## config.mk

```make
export PLATFORM = sky130hd
export DESIGN_NAME = sdram_cmd_guard
export DESIGN_NICKNAME = d
export VERILOG_FILES = /design/src/rtl/sgd_pkg.sv /design/src/rtl/sgd_down_cnt.sv /design/src/rtl/sgd_cfg_reg.sv /design/src/rtl/sgd_bank_track.sv /design/src/rtl/sgd_cap_pipe.sv /design/src/rtl/sdram_cmd_guard.sv
export SDC_FILE = /design/constraint.sdc
export NUM_CORES = 1
export LEC_CHECK = 0
export ABC_AREA = 1
export BUFFER_PORTS_ARGS = -buffer_cell sky130_fd_sc_hd__buf_2
export CORE_ASPECT_RATIO = 1.1
export CORE_UTILIZATION = 50
export DETAILED_ROUTE_END_ITERATION = 6
export PLACE_DENSITY = 0.71
export SYNTH_ARGS = -nofsm -noshare
export SYNTH_HDL_FRONTEND = slang
export SYNTH_SLANG_ARGS = --single-unit
```

## constraint.sdc

```tcl
create_clock -name clk -period 2.7 [get_ports clk]
set_input_delay 0.27 -clock clk [delete_from_list [all_inputs] [get_ports clk]]
set_output_delay 0.27 -clock clk [all_outputs]
set_load 0.005 [all_outputs]
```

## src/rtl/sgd_pkg.sv

```systemverilog
package sgd_pkg;

  localparam int CFG_W  = 32;
  localparam int GAP_W  = 4;
  localparam int ACT_W  = 3;

  typedef enum logic [2:0] {
    OP_ACT = 3'd0,
    OP_RD  = 3'd1,
    OP_WR  = 3'd2,
    OP_PRE = 3'd3,
    OP_REF = 3'd4
  } cmd_op_e;

  typedef struct packed {
    logic [GAP_W-1:0] rd_gap;
    logic [GAP_W-1:0] wr_gap;
    logic [GAP_W-1:0] cas_code;
    logic [ACT_W-1:0] act_gap;
    logic [GAP_W-1:0] pch_gap;
    logic [GAP_W-1:0] rfr_gap;
  } gap_cfg_t;

  // spacing of G cycles means G-1 blocked cycles after the command
  function automatic logic [GAP_W-1:0] gap_load(input logic [GAP_W-1:0] g);
    return (g == '0) ? '0 : g - 1'b1;
  endfunction

endpackage

```

## src/rtl/sgd_down_cnt.sv

```systemverilog
module sgd_down_cnt #(
  parameter int W = 4
) (
  input  logic         clk,
  input  logic         rst_n,
  input  logic         load,
  input  logic [W-1:0] load_val,
  output logic         zero
);

  logic [W-1:0] cnt_q;
  logic [W-1:0] cnt_nxt;
  logic         cnt_en;

  always_comb begin
    cnt_en  = load | (cnt_q != '0);
    cnt_nxt = load ? load_val : (cnt_q - 1'b1);
  end

  always_ff @(posedge clk or negedge rst_n) begin
    if (!rst_n)      cnt_q <= '0;
    else if (cnt_en) cnt_q <= cnt_nxt;
  end

  assign zero = (cnt_q == '0);

endmodule

```

## src/rtl/sgd_cfg_reg.sv

```systemverilog
module sgd_cfg_reg
  import sgd_pkg::*;
(
  input  logic             clk,
  input  logic             rst_n,
  input  logic             wr_req,
  input  logic             busy,
  input  logic [CFG_W-1:0] word,
  output gap_cfg_t         cfg
);

  gap_cfg_t cfg_q;
  gap_cfg_t cfg_nxt;
  logic     cfg_en;
  logic     unused_word_bits;

  assign unused_word_bits = ^{word[19], word[15], word[6:0]};

  always_comb begin
    cfg_en           = wr_req & ~busy;
    cfg_nxt.rd_gap   = word[31:28];
    cfg_nxt.wr_gap   = word[27:24];
    cfg_nxt.cas_code = word[23:20];
    cfg_nxt.act_gap  = word[18:16];
    cfg_nxt.pch_gap  = word[14:11];
    cfg_nxt.rfr_gap  = word[10:7];
  end

  always_ff @(posedge clk or negedge rst_n) begin
    if (!rst_n)      cfg_q <= '0;
    else if (cfg_en) cfg_q <= cfg_nxt;
  end

  assign cfg = cfg_q;

endmodule

```

## src/rtl/sgd_bank_track.sv

```systemverilog
module sgd_bank_track #(
  parameter int NB = 4,
  parameter int BW = 2,
  parameter int W  = 4
) (
  input  logic          clk,
  input  logic          rst_n,
  input  logic          act_hit,
  input  logic          pre_hit,
  input  logic [BW-1:0] bank,
  input  logic [W-1:0]  act_load,
  output logic [NB-1:0] open_vec,
  output logic [NB-1:0] ready_vec
);

  logic [NB-1:0] open_q;
  logic [NB-1:0] open_nxt;
  logic          open_en;

  always_comb begin
    open_en  = act_hit | pre_hit;
    open_nxt = open_q;
    for (int b = 0; b < NB; b++) begin
      if (bank == BW'(b)) begin
        if (act_hit)      open_nxt[b] = 1'b1;
        else if (pre_hit) open_nxt[b] = 1'b0;
      end
    end
  end

  always_ff @(posedge clk or negedge rst_n) begin
    if (!rst_n)       open_q <= '0;
    else if (open_en) open_q <= open_nxt;
  end

  assign open_vec = open_q;

  for (genvar gb = 0; gb < NB; gb++) begin : g_bank
    sgd_down_cnt #(.W(W)) u_act_cnt (
      .clk      (clk),
      .rst_n    (rst_n),
      .load     (act_hit && (bank == BW'(gb))),
      .load_val (act_load),
      .zero     (ready_vec[gb])
    );
  end

endmodule

```

## src/rtl/sgd_cap_pipe.sv

```systemverilog
module sgd_cap_pipe #(
  parameter int DEPTH = 16,
  parameter int LW    = $clog2(DEPTH)
) (
  input  logic          clk,
  input  logic          rst_n,
  input  logic          fire,
  input  logic [LW-1:0] lat,
  output logic          strobe,
  output logic          busy
);

  logic [DEPTH-1:0] sr_q;
  logic [DEPTH-1:0] sr_nxt;
  logic             sr_en;

  always_comb begin
    sr_en  = fire | (sr_q != '0);
    sr_nxt = sr_q >> 1;
    if (fire && (lat != '0)) sr_nxt[lat - 1'b1] = 1'b1;
  end

  always_ff @(posedge clk or negedge rst_n) begin
    if (!rst_n)     sr_q <= '0;
    else if (sr_en) sr_q <= sr_nxt;
  end

  assign strobe = sr_q[0];
  assign busy   = (sr_q != '0);

endmodule

```

## src/rtl/sdram_cmd_guard.sv

```systemverilog
module sdram_cmd_guard
  import sgd_pkg::*;
#(
  parameter  int NUM_BANKS = 4,
  parameter  int VIOL_W    = 8,
  localparam int BANK_W    = (NUM_BANKS > 1) ? $clog2(NUM_BANKS) : 1
) (
  input  logic              clk,
  input  logic              rst_n,
  input  logic              ddr_mode,
  input  logic              cfg_wr,
  input  logic [31:0]       cfg_word,
  input  logic              cmd_valid,
  input  logic [2:0]        cmd_op,
  input  logic [BANK_W-1:0] cmd_bank,
  output logic              perm_act,
  output logic              perm_rd,
  output logic              perm_wr,
  output logic              perm_pre,
  output logic              perm_ref,
  output logic              cap_strobe,
  output logic              cap_half,
  output logic              cfg_err,
  output logic              viol_sticky,
  output logic [VIOL_W-1:0] viol_count
);

  localparam int CAP_DEPTH = 1 << GAP_W;

  // reset: asserted asynchronously, released after two clock edges
  logic [1:0] rst_pipe;
  logic       rst_core_n;

  always_ff @(posedge clk or negedge rst_n) begin
    if (!rst_n) rst_pipe <= 2'b00;
    else        rst_pipe <= {rst_pipe[0], 1'b1};
  end
  assign rst_core_n = rst_pipe[1];

  gap_cfg_t           cfg;
  logic [NUM_BANKS-1:0] open_vec;
  logic [NUM_BANKS-1:0] ready_vec;
  logic               rw_zero, pch_zero, rfr_zero, cap_busy, busy;
  logic               is_act, is_rd, is_wr, is_pre, is_ref;
  logic               cmd_legal, cmd_ok, viol;
  logic               sel_open, sel_ready;
  logic [GAP_W-1:0]   rw_load, lat;

  // ---------------- permits ----------------
  always_comb begin
    sel_open  = open_vec[cmd_bank];
    sel_ready = ready_vec[cmd_bank];
    perm_act  = ~sel_open & pch_zero & rfr_zero;
    perm_rd   = sel_open & sel_ready & rw_zero;
    perm_wr   = sel_open & sel_ready & rw_zero;
    perm_pre  = rw_zero;
    perm_ref  = ~(|open_vec) & pch_zero & rfr_zero;
  end

  // ---------------- command decode ----------------
  always_comb begin
    is_act    = cmd_valid && (cmd_op == OP_ACT);
    is_rd     = cmd_valid && (cmd_op == OP_RD);
    is_wr     = cmd_valid && (cmd_op == OP_WR);
    is_pre    = cmd_valid && (cmd_op == OP_PRE);
    is_ref    = cmd_valid && (cmd_op == OP_REF);
    cmd_legal = 1'b1;
    cmd_ok    = 1'b0;
    case (cmd_op)
      OP_ACT:  cmd_ok = perm_act;
      OP_RD:   cmd_ok = perm_rd;
      OP_WR:   cmd_ok = perm_wr;
      OP_PRE:  cmd_ok = perm_pre;
      OP_REF:  cmd_ok = perm_ref;
      default: cmd_legal = 1'b0;
    endcase
    viol    = cmd_valid & cmd_legal & ~cmd_ok;
    rw_load = is_rd ? gap_load(cfg.rd_gap) : gap_load(cfg.wr_gap);
    lat     = ddr_mode ? {1'b0, cfg.cas_code[GAP_W-1:1]} : cfg.cas_code;
    busy    = ~rw_zero | ~pch_zero | ~rfr_zero | ~(&ready_vec) | cap_busy;
  end

  // ---------------- state ----------------
  sgd_cfg_reg u_cfg (
    .clk    (clk),
    .rst_n  (rst_core_n),
    .wr_req (cfg_wr),
    .busy   (busy),
    .word   (cfg_word),
    .cfg    (cfg)
  );

  sgd_bank_track #(.NB(NUM_BANKS), .BW(BANK_W), .W(GAP_W)) u_banks (
    .clk       (clk),
    .rst_n     (rst_core_n),
    .act_hit   (is_act),
    .pre_hit   (is_pre),
    .bank      (cmd_bank),
    .act_load  ({1'b0, cfg.act_gap}),
    .open_vec  (open_vec),
    .ready_vec (ready_vec)
  );

  sgd_down_cnt #(.W(GAP_W)) u_rw_cnt (
    .clk (clk), .rst_n (rst_core_n),
    .load (is_rd | is_wr), .load_val (rw_load), .zero (rw_zero)
  );

  sgd_down_cnt #(.W(GAP_W)) u_pch_cnt (
    .clk (clk), .rst_n (rst_core_n),
    .load (is_pre), .load_val (gap_load(cfg.pch_gap)), .zero (pch_zero)
  );

  sgd_down_cnt #(.W(GAP_W)) u_rfr_cnt (
    .clk (clk), .rst_n (rst_core_n),
    .load (is_ref), .load_val (gap_load(cfg.rfr_gap)), .zero (rfr_zero)
  );

  sgd_cap_pipe #(.DEPTH(CAP_DEPTH), .LW(GAP_W)) u_cap (
    .clk    (clk),
    .rst_n  (rst_core_n),
    .fire   (is_rd),
    .lat    (lat),
    .strobe (cap_strobe),
    .busy   (cap_busy)
  );

  assign cap_half = cap_strobe & ddr_mode & cfg.cas_code[0];
  assign cfg_err  = ~ddr_mode & ((cfg.cas_code == 4'd6) | (cfg.cas_code == 4'd7));

  // ---------------- violation bookkeeping ----------------
  logic [VIOL_W-1:0] vcnt_q, vcnt_nxt;
  logic              vstk_q, vstk_nxt;

  always_comb begin
    vcnt_nxt = (vcnt_q != '1) ? vcnt_q + 1'b1 : vcnt_q;
    vstk_nxt = 1'b1;
  end

  always_ff @(posedge clk or negedge rst_core_n) begin
    if (!rst_core_n) begin
      vcnt_q <= '0;
      vstk_q <= 1'b0;
    end else if (viol) begin
      vcnt_q <= vcnt_nxt;
      vstk_q <= vstk_nxt;
    end
  end

  assign viol_count  = vcnt_q;
  assign viol_sticky = vstk_q;

endmodule

```

**Word-level counts from Yosys, hierarchy flattened**

Cells that the tools add are included.
W data, S select, Z words.

- Flip-flop bits (word level): 82
- Input bits: 42
- Output and inout port bits: 17
- Logic and storage cells: 151

- Add/sub/neg operators: 13
- $lt $le $gt $ge: 3
- Equal/unequal tests: 10
- Multiplexer cells: 24
- Bitwise logic cells: 37
- Reductions and logical operators: 43

Operators with widths:

| operator | number |
|---|---|
| $mux W4 | 13 |
| $sub A4 B1 Y4 const B | 12 |
| $logic_not A4 Y1 | 11 |
| $reduce_bool A4 Y1 | 8 |
| $mux W16 | 1 |
| $or A15 B16 Y16 | 1 |
| $reduce_bool A16 Y1 | 1 |
| $or A1 B1 Y1 | 15 |
| $and A1 B1 Y1 | 12 |
| $reduce_and A3 Y1 | 4 |
| $logic_and A1 B1 Y1 | 11 |
| $not A1 Y1 | 9 |
| $add A8 B1 Y8 const B | 1 |
| $eq A4 B3 Y1 const B | 2 |
| $ne A8 B8 Y1 const B | 1 |
| $eq A3 B2 Y1 const B | 2 |
| $mux W1 | 6 |
| $lt A4 B5 Y1 const B | 1 |
| $reduce_or A5 Y1 | 1 |
| $bmux W1 S2 | 2 |
| $demux W1 S4 | 1 |
| $eq A2 B2 Y1 const B | 2 |
| $ge A4 B1 Y1 const B | 1 |
| $pmux W1 S4 | 1 |
| 11 further kinds | 11 |

**Depth between registers and ports, before layout**

Gate-level depths: netlist of the first run.

- Depth after elaboration: 9
- Mapped depth: 10
- Gate-level depth less buffers: 10

**Hierarchy**

Synthesis of the first run repeated with hierarchy kept, for this count alone.

- Cells, all modules: 644
- Area, all modules: 4885.9 µm²

By module, submodules not included:

| module | instances | cells each | area an instance (µm²) |
|---|---|---|---|
| sgd_down_cnt | 7 | 37 | 255.2 |
| sdram_cmd_guard | 1 | 176 | 1127.3 |
| sgd_cfg_reg | 1 | 100 | 940.9 |
| sgd_cap_pipe | 1 | 82 | 837.1 |
| sgd_bank_track | 1 | 27 | 193.9 |

**Least setup slack after synthesis of the first run**

OpenSTA, ideal clock, no wires.

- Path kind: register -> output
- From: register u_banks.g_bank[2].u_act_cnt.cnt_q[0]
- To: output perm_wr
- Data arrival time: 1.454 ns
- Data required time: 2.430 ns
- Slack: 0.976 ns
- Stages on the path, launching flop included: 8
- Path buffers: 1
- Cells stage by stage: dfrtp_1 -> inv_1 -> ha_1 -> nand2_1 -> nor2_4 -> nor2_1 -> nor4_1 -> buf_4

- Cells in the longest elaborated chain, start to end: 5

Ends and longest elaborated chain:

| item | RTL line | text |
|---|---|---|
| start: declaration | sgd_down_cnt.sv:11 | `logic [W-1:0] cnt_q;` |
| start signal: assignment | sgd_down_cnt.sv:22 | `else if (cnt_en) cnt_q <= cnt_nxt;` |
| $logic_not A4 Y1 | sgd_down_cnt.sv:25 | `assign zero = (cnt_q == '0);` |
| $bmux W1 S2 | sdram_cmd_guard.sv:52 | `sel_ready = ready_vec[cmd_bank];` |
| $mux W1 (not written as such) | sdram_cmd_guard.sv:52 |  |
| $and A1 B1 Y1 (2 in a row) | - |  |
| end: declaration | sdram_cmd_guard.sv:18 | `output logic perm_wr,` |

Every way passes these cells. The select of a mux whose other input is x is not followed.

**Final worst setup path of the first run**

- From: register u_banks.g_bank[2].u_act_cnt.cnt_q[0]
- To: output perm_rd

- Cells in the longest elaborated chain, start to end: 5

Ends and longest elaborated chain:

| item | RTL line | text |
|---|---|---|
| $logic_not A4 Y1 | sgd_down_cnt.sv:25 |  |
| $bmux W1 S2 | sdram_cmd_guard.sv:52 |  |
| $mux W1 (not written as such) | sdram_cmd_guard.sv:52 |  |
| $and A1 B1 Y1 (2 in a row) | sdram_cmd_guard.sv:54 | `perm_rd = sel_open & sel_ready & rw_zero;` |
| end: declaration | sdram_cmd_guard.sv:17 | `output logic perm_rd,` |

Every way passes these cells. The select of a mux whose other input is x is not followed.

==> impl_metrics.json, run 1 <==
{
  "max_slew_margin_pct": 32.1,
  "synth-simple-area-share_pct": 30.3,
  "htree_levels": 3,
  "slew_violations": 0,
  "final_nets": 673,
  "num_rows": 36,
  "clkLatencyLatePin_ns": 0.36,
  "hold_viol": 0,
  "fmax_ghz": 0.444,
  "grt_pass1_vias": 3883,
  "place_hpwl_um": 6860,
  "critPathKind": "flip-flop to output pin",
  "power_density_nw_per_um2": 764,
  "p_leak_nw": 2.68,
  "synth_most_common_cell": "nand2_1",
  "ys_seq_area_share_pct": 44.1,
  "die_area_um2": 9690,
  "drc_errors": 0,
  "rsz0062_at_grt": "false",
  "fill_cells": 835,
  "synth_fa_ha_area_share_pct": 3.77,
  "critPathBufInv": 2,
  "grt-ovfl-total": 0,
  "cpMaxStageDelayCell": "dfrtp_1",
  "critical-path-max-stage-delay_ns": 0.41,
  "cp-end-kind": "output pin",
  "critPathArrivalTime_ns": 1.98,
  "synthXorXnorAreaFrac_pct": 3.77,
  "tightest_slew_ns": 1.02,
  "synth_compound_area_share_pct": 10.1,
  "synthesis.nets": 620,
  "yosys.area.top_type_share_pct": 44.1,
  "vias": 3864,
  "syn-mean-instance-area_um2": 8.24,
  "total_power_mw": 3.96,
  "ys_ff_latch": 82,
  "fin_crit_sh_pct": 83.4,
  "post_cts_buffers": 0,
  "cts_sinks": 82,
  "drv_cap": 0,
  "die_w_um": 93.9,
  "hp-class": "input pin to flip-flop",
  "firstDrtPassIters": 4,
  "grt_pass1_wl_um": 16900,
  "drive_above_1_share_pct": 18.0,
  "path_clk_slew_ns": 0.09,
  "viasPerCell": 5.25,
  "antenna_found_initial": 0,
  "synth_edf_count": 0,
  "fp.dieH_um": 103,
  "clock-root-buffer": "clkbuf_8",
  "yosys_warnings": 0,
  "crit_fanout": 7,
  "cpLargestDelayFamily": "simple AND/OR/NAND/NOR gates",
  "synthArstFlopShare_pct": 100,
  "yosys-top-cells-area": "dfrtp_1, nand2_1, nand3_1",
  "netlist_instances": 564,
  "ys.flop_type": "dfrtp_1",
  "cp_cell_sequence": "inv_1 > ha_1 > nand2_1 > nor2_4 > nor2_1 > nor4_1 > buf_2",
  "coreArea_um2": 8960,
  "ir_drop_v": 0.000350,
  "finalSetupViolations": 0,
  "run_status": "completed",
  "track_usage_pct": 22.3,
  "required_ns": 2.43,
  "finalCriticalPeriod_ns": 2.25,
  "finalWirelength_um": 9580,
  "synthTopCellsByCount": "nand2_1, dfrtp_1, inv_1",
  "tritoncts": "done",
  "port_buffers": 49,
  "synth.largest_area_cell": "dfrtp_1",
  "layout-area-overhead-vs-synth_pct": 11.4,
  "finalClockSkew_ns": 0.0134,
  "synth_top_family_by_area": "simple AND/OR/NAND/NOR gates",
  "fin_setup_tns_ns": 0,
  "cts_made_buffers": 9,
  "synth_area_um2": 4650,
  "drt_iter0_markers": 148,
  "cp-start-kind": "flip-flop",
  "initial_core_util_pct": 51.9,
  "yosysUniqueCellTypes": 44,
  "gp_congestion": 0.853,
  "synthMuxAreaShare_pct": 0,
  "ios": 59,
  "n_antenna_cell": 0,
  "grt_max_degree": 81,
  "wire_per_inst_um": 13.0,
  "final_antenna_net_count": 0,
  "clock_path_buffers": 2
}
-- worst paths after layout --
kind | from | slack, ns | endpoint | cells after the start
hold / removal | cfg_word[24] | 0.14 | u_cfg.cfg[15]$_DFFE_PN0P_ | 3
setup / recovery | u_banks.g_bank[2].u_act_cnt.cnt_q[0]$_DFFE_PN0P_ | 0.45 | perm_rd | 7
setup reg to reg | u_banks.g_bank[0].u_act_cnt.cnt_q[0]$_DFFE_PN0P_ | 0.77 | u_cfg.cfg[7]$_DFFE_PN0P_ | 9
min in group asynchronous | rst_n | 0.22 | rst_pipe[1]$_DFF_PN0_ | 2
hold reg to reg | rst_pipe[0]$_DFF_PN0_ | 0.37 | rst_pipe[1]$_DFF_PN0_ | 0
max in group asynchronous | rst_pipe[1]$_DFF_PN0_ | 1.54 | u_rw_cnt.cnt_q[0]$_DFFE_PN0P_ | 0
-- registers in the layout, indices dropped and copies added (netlist names) --
register,cells
u_banks.open_vec,4
u_cfg.cfg,23
viol_count,8
u_rw_cnt.cnt_q,4
rst_pipe,2
u_pch_cnt.cnt_q,4
u_rfr_cnt.cnt_q,4
viol_sticky,1
u_cap.sr_q,16
u_banks.g_bank.u_act_cnt.cnt_q,16
-- routing by layer --
layer / vias to the layer above / GRT usage (%) / routed length (µm)
li1: 1965 / - / -
met1: 1795 / 26.3 / 4260
met2: 89 / 40.4 / 4750
met3: 15 / 4.65 / 409
met4: 0 / 7.81 / 161
met5: - / 0 / 0
-- kinds of logic after synthesis --
kind of cell    Yosys count
simple gates            298
flops                    82
buf+inv                  80
compound gates           68
xor+xnor                 20
fa+ha+maj                14
other cells               2
-- final cells by class --
cell class | instances | area [µm²] | area share [%]
clock inverter | 5 | 63.8 | 1.23
multi-input combinational | 402 | 2240 | 43.2
timing repair buffer | 53 | 278 | 5.36
inverter | 69 | 259 | 5.00
sequential | 82 | 2060 | 39.7
clock buffer | 11 | 141 | 2.73
tap | 114 | 143 | 2.75
-- worst register-to-register path, cell delays in order, from the launching register on --
cell and delay [ns]:
dfrtp_1 0.40, inv_1 0.12, ha_1 0.19, nand3_2 0.13, inv_1 0.16, nand4_2 0.15
nor2_4 0.25, buf_4 0.28, nand3_1 0.12, nand2_1 0.10
-- cells in the final DEF, fill, tap and decap left out, types with 2 or more instances in the layout --
cell | synthesis | final
a21oi_1 | 7 | 7
nand4_1 | 23 | 23
dfrtp_1 | 82 | 81
nand3_4 | 2 | 2
or2_2 | 2 | 2
nor2_1 | 31 | 31
nand3_2 | 2 | 2
o21ai_1 | 2 | 2
xor2_1 | 14 | 14
nor4_1 | 6 | 6
nor2_2 | 7 | 7
nand3_1 | 50 | 50
xnor2_1 | 6 | 6
ha_1 | 14 | 14
nand2_2 | 4 | 4
inv_1 | 63 | 63
o41ai_1 | 2 | 2
clkbuf_8 | 0 | 10
nor2_4 | 6 | 6
o21bai_1 | 2 | 2
o21bai_2 | 10 | 10
conb_1 | 2 | 2
clkinv_4 | 0 | 3
buf_4 | 1 | 3
inv_2 | 5 | 5
o21ai_0 | 31 | 31
nor3_1 | 15 | 15
o31ai_1 | 4 | 4
nand2_1 | 147 | 147
buf_2 | 2 | 49
-- report_power, final --
part | switching (mW) | internal [mW] | leakage [nW]
Clock | 0.458 | 0.458 | 0.0997
Sequential | 0.246 | 1.52 | 1.03
Combinational | 0.711 | 0.566 | 1.55
-- stage by stage --
stage	std cells	setup slack, ns	utilization, %	cell area, µm²	hold slack, ns
final	736	0.449	57.8	5180	0.136
after CTS	736	0.442	57.8	5180	0.125
after detailed placement	719	0.802	55.4	4960	0.0559
after floorplan	564	0.247	-	4650	-0.0256
after global placement	719	0.855	55.4	4960	0.0548
after global routing	736	0.344	57.8	5180	0.132
-- timing repair --
action	4_1_cts	5_1_grt
hold buffers	1	0
hold endpoints to repair	2	0
gates resized for setup	0	0
Power figures use the tool's default switching activity.
==> run 2, diff against run 1 <==
==> constraint.sdc (replaced) <==
create_clock -name clk -period 2.1 [get_ports clk]
set_input_delay 0.21 -clock clk [delete_from_list [all_inputs] [get_ports clk]]
set_output_delay 0.21 -clock clk [all_outputs]
set_load 0.005 [all_outputs]
==> impl_metrics.json, run 2 (same netlist as run 1, synthesis figures left out) <==
{
  "grt_pass1_vias": 3712,
  "fin_crit_sh_pct": 95.0,
  "grt-ovfl-total": 0,
  "critPathKind": "flip-flop to output pin",
  "required_ns": 1.89,
  "gp_congestion": 0.811,
  "wire_per_inst_um": 13.0,
  "htree_levels": 3,
  "multiInputGateArea_um2": 2260,
  "layout_common_cells": "nand2_1, dfrtp_1, inv_1",
  "dp.cells": 720,
  "power_density_nw_per_um2": 965,
  "final_util_pct": 58.2,
  "fin_setup_tns_ns": 0,
  "finalWirelength_um": 9670,
  "run_status": "completed",
  "finalCriticalPeriod_ns": 1.99,
  "crit_fanout": 5,
  "die_w_um": 93.9,
  "grt_max_degree": 52,
  "total_power_mw": 5.04,
  "n_antenna_cell": 0,
  "cp-end-kind": "output pin",
  "initial_core_util_pct": 51.9,
  "cts_sinks": 82,
  "slew_violations": 0,
  "ios": 59,
  "final.hold.worst_slack_ns": 0.0681,
  "firstDrtPassIters": 4,
  "clock_path_buffers": 2,
  "p_leak_nw": 2.70,
  "finalClockSkew_ns": 0.0124,
  "final_area_um2": 5220,
  "coreArea_um2": 8960,
  "clkLatencyLatePin_ns": 0.37,
  "tritoncts": "done",
  "viasPerCell": 5.26,
  "layout-area-overhead-vs-synth_pct": 12.3,
  "largest_reg_flops": 23,
  "place_hpwl_um": 7010,
  "hp-class": "input pin to flip-flop",
  "num_rows": 36,
  "finalSetupViolations": 0,
  "fmax_ghz": 0.501,
  "cp-start-kind": "flip-flop",
  "final_antenna_net_count": 0,
  "ir_drop_v": 0.000447,
  "post-place-ws_ns": 0.291,
  "drive_above_1_share_pct": 19.8,
  "final_common_cell": "nand2_1",
  "die_area_um2": 9690,
  "grt_pass1_wl_um": 16400,
  "drt_iter0_markers": 145,
  "reg2reg_slack_ns": 0.29,
  "instances_no_fill": 741,
  "path_clk_slew_ns": 0.09,
  "hold_viol": 0,
  "final_nets": 678,
  "drc_errors": 0,
  "antenna_found_initial": 0,
  "placed_cell_area_um2": 4980,
  "vias": 3899,
  "cts_made_buffers": 9,
  "port_buffers": 49,
  "critPathArrivalTime_ns": 1.78,
  "track_usage_pct": 21.9,
  "fill_cells": 830,
  "drv_cap": 0,
  "regArea_um2": 2060,
  "clock-root-buffer": "clkbuf_8",
  "fp.dieH_um": 103,
  "worst_slack_ns": 0.106
}
[run 2: changes by cell type in the layout (fill, tap and decap cells not counted), moves of 2 or more]
cell,delta
clkinv_4,-3
inv_1,-2
inv_2,+3
clkinv_2,+3
buf_4,+4
[run 2: area by class of cell]
cell class / count / area share [%]
multi-input cells: 402 / 43.4
flip-flops and latches: 82 / 39.4
repair buffers: 58 / 6.28
inverters: 69 / 4.96
well taps: 114 / 2.73
clock buffers: 11 / 2.71
clock inverters: 5 / 0.575
[run 2: worst paths after layout]
kind | startpoint | end | depth (start not counted)
max in group asynchronous | rst_pipe[1]$_DFF_PN0_ | u_cfg.cfg[15]$_DFFE_PN0P_ | 1
hold reg to reg | rst_pipe[1]$_DFF_PN0_ | u_cfg.cfg[3]$_DFFE_PN0P_ | 0
setup reg to reg | u_banks.g_bank[2].u_act_cnt.cnt_q[0]$_DFFE_PN0P_ | u_cfg.cfg[8]$_DFFE_PN0P_ | 10
hold / removal | cfg_word[10] | u_cfg.cfg[3]$_DFFE_PN0P_ | 3
setup / recovery | u_banks.g_bank[1].u_act_cnt.cnt_q[1]$_DFFE_PN0P_ | perm_rd | 7
min in group asynchronous | rst_n | rst_pipe[1]$_DFF_PN0_ | 2
[run 2: what timing repair did]
action / 4_1_cts / 5_1_grt
pin swaps: 2 / 0
hold buffers: 1 / 0
hold endpoints to repair: 2 / 0
endpoints found under the setup margin: 2 / 2
gates resized for setup: 2 / 6
setup buffers: 1 / 3
[run 2: routing by layer]
metal  GRT usage (%)  routed length, µm  share of wire, %
met5               0                  0                 0
met4            10.5                204               2.1
met3            3.47                376               3.9
met2            37.2               4720                49
met1            27.4               4360                45
[run 2: power breakdown]
| group | total [mW] | switching, mW | internal (mW) |
|---|---|---|---|
| sequential | 2.26 | 0.306 | 1.95 |
| combinational | 1.75 | 0.976 | 0.776 |
| clock | 1.03 | 0.572 | 0.456 |
[run 2: critical path, cell delays in order, from the launching register on]
cell,delay (ns)
dfrtp_1,0.40
inv_1,0.09
ha_1,0.17
nand3_2,0.12
nand2_1,0.09
nand2_1,0.10
nor4_4,0.29
buf_2,0.16
==> run 3, diff against run 2 <==
--- a/config.mk
+++ b/config.mk
@@ -10,7 +10,9 @@
 export CORE_ASPECT_RATIO = 1.1
 export CORE_UTILIZATION = 50
 export DETAILED_ROUTE_END_ITERATION = 6
+export GPL_TIMING_DRIVEN = 0
 export PLACE_DENSITY = 0.71
+export SKIP_LAST_GASP = 1
 export SYNTH_ARGS = -nofsm -noshare
 export SYNTH_HDL_FRONTEND = slang
 export SYNTH_SLANG_ARGS = --single-unit
==> impl_metrics.json, run 3 (same netlist as run 1, synthesis figures left out) <==
{
  "run_status": "completed",
  "cpLargestDelayFamily": "simple AND/OR/NAND/NOR gates",
  "final_nets": 685,
  "critPathArrivalTime_ns": 1.78,
  "crit_fanout": 3,
  "slew_violations": 0,
  "ir_drop_v": 0.000420,
  "tritoncts": "done",
  "pwr-share-clk_pct": 22.7,
  "regArea_um2": 2060,
  "final_antenna_net_count": 0,
  "finalWirelength_um": 9950,
  "critPathKind": "flip-flop to output pin",
  "p_leak_nw": 2.76,
  "track_usage_pct": 22.9,
  "die_area_um2": 9690,
  "gp_congestion": 0.798,
  "final_common_cell": "nand2_1",
  "fin_crit_sh_pct": 94.6,
  "port_buffers": 47,
  "n_antenna_cell": 0,
  "multiInputGateArea_um2": 2270,
  "layout-area-overhead-vs-synth_pct": 14.9,
  "largest_reg_flops": 23,
  "final_util_pct": 59.6,
  "grt_max_degree": 49,
  "required_ns": 1.89,
  "grt_pass1_wl_um": 17100,
  "antenna_found_initial": 0,
  "fp.dieH_um": 103,
  "cp-start-kind": "flip-flop",
  "drt_iter0_markers": 136,
  "finalClockSkew_ns": 0.00929,
  "power_density_nw_per_um2": 986,
  "coreArea_um2": 8960,
  "cpMaxStageDelayCell": "dfrtp_1",
  "ios": 59,
  "place_hpwl_um": 7240,
  "p_sw_mw": 1.89,
  "hp-class": "input pin to flip-flop",
  "finalSetupViolations": 0,
  "clkLatencyLatePin_ns": 0.36,
  "cts_sinks": 82,
  "internal_power_mw": 3.38,
  "initial_core_util_pct": 51.9,
  "drv_cap": 0,
  "critPathBufInv": 3,
  "cp_cell_sequence": "inv_1 > ha_1 > nand2_1 > nor2_4 > nor2_1 > nor4_4 > buf_4 > buf_2",
  "hold_viol": 0,
  "final.hold.worst_slack_ns": 0.0728,
  "seq_power_share_pct": 42.8,
  "cp-end-kind": "output pin",
  "drive_above_1_share_pct": 21.0,
  "path_clk_slew_ns": 0.08,
  "wire_per_inst_um": 13.3,
  "netSwitchingFraction_pct": 35.9,
  "grt_pass1_vias": 3719,
  "drc_errors": 0,
  "finalCriticalPeriod_ns": 1.99,
  "firstDrtPassIters": 4,
  "num_rows": 36,
  "critical-path-max-stage-delay_ns": 0.40,
  "fill_cells": 821,
  "power_frac_comb_pct": 34.5,
  "grt-ovfl-total": 0,
  "clock_path_buffers": 2,
  "die_w_um": 93.9,
  "viasPerCell": 5.21,
  "cts_made_buffers": 9,
  "htree_levels": 3,
  "layout_common_cells": "nand2_1, dfrtp_1, inv_1",
  "clock-root-buffer": "clkbuf_8",
  "vias": 3900,
  "fmax_ghz": 0.503
}
## run 3: final cells by class
type                    count  share of cell area [%]
inverters                  69                    4.87
flip-flops and latches     82                    38.5
repair buffers             54                    5.81
plain buffers              11                    1.87
multi-input cells         402                    42.5
clock buffers              12                    2.90
clock inverters             4                   0.914
well taps                 114                    2.67
## run 3: path summary, 6_finish.rpt
kind,startpoint,end,slack [ns],depth (start not counted)
setup / recovery,u_banks.g_bank[2].u_act_cnt.cnt_q[1]$_DFFE_PN0P_,perm_wr,0.11,8
hold / removal,cfg_word[17],u_cfg.cfg[9]$_DFFE_PN0P_,0.07,3
setup reg to reg,u_banks.g_bank[2].u_act_cnt.cnt_q[1]$_DFFE_PN0P_,u_cfg.cfg[13]$_DFFE_PN0P_,0.25,11
hold reg to reg,rst_pipe[1]$_DFF_PN0_,u_cap.sr_q[6]$_DFFE_PN0P_,0.27,0
max in group asynchronous,rst_pipe[1]$_DFF_PN0_,u_rw_cnt.cnt_q[1]$_DFFE_PN0P_,1.25,1
min in group asynchronous,rst_n,rst_pipe[1]$_DFF_PN0_,0.16,2
## run 3: per-stage QoR
| step | TNS, ns | instances | setup slack [ns] | power [mW] | area, µm² |
|---|---|---|---|---|---|
| after floorplan | 0 | 564 | 0.436 | 3.54 | 4650 |
| after global routing | -0.00919 | 748 | -0.00919 | 5.69 | 5340 |
| after CTS | 0 | 746 | 0.000823 | 5.27 | 5320 |
| after detailed placement | 0 | 726 | 0.219 | 3.97 | 5060 |
| final | 0 | 748 | 0.112 | 5.27 | 5340 |
| after global placement | 0 | 725 | 0.186 | 3.85 | 5030 |
## run 3: power by group through the flow
stage / registers [mW] / clock network, mW / logic, mW
2_1_floorplan: 2.23 / 0 / 1.31
3_3_place_gp: 2.28 / 0 / 1.56
3_5_place_dp: 2.28 / 0 / 1.69
4_1_cts: 2.25 / 1.23 / 1.78
5_1_grt: 2.31 / 1.29 / 2.09
6_report: 2.25 / 1.20 / 1.82
## run 3: timing repair
action / in CTS / in global routing
gates cloned: 0 / 0
hold buffers: 1 / 0
pin swaps: 2 / 2
buffers inserted: 3 / 2
gates resized for setup: 7 / 4
setup endpoints to repair: 2 / 1
endpoints found under the hold margin: 2 / 0
## run 3: per-layer routing
layer  GRT usage [%]  wire (µm)  vias to the layer above
met5               0          0                        -
met4            6.98        133                        0
met3            4.72        431                       11
met2            38.1       4830                       83
met1            30.3       4560                     1825
li1                -          -                     1981
## run 3: worst register-to-register path: cells and delay by family (launching register included)
kind	cells	cell delay, ns
DFF	1	0.40
buffers and inverters	3	0.40
and+or+nand+nor	7	0.82
adders and majority gates	1	0.14
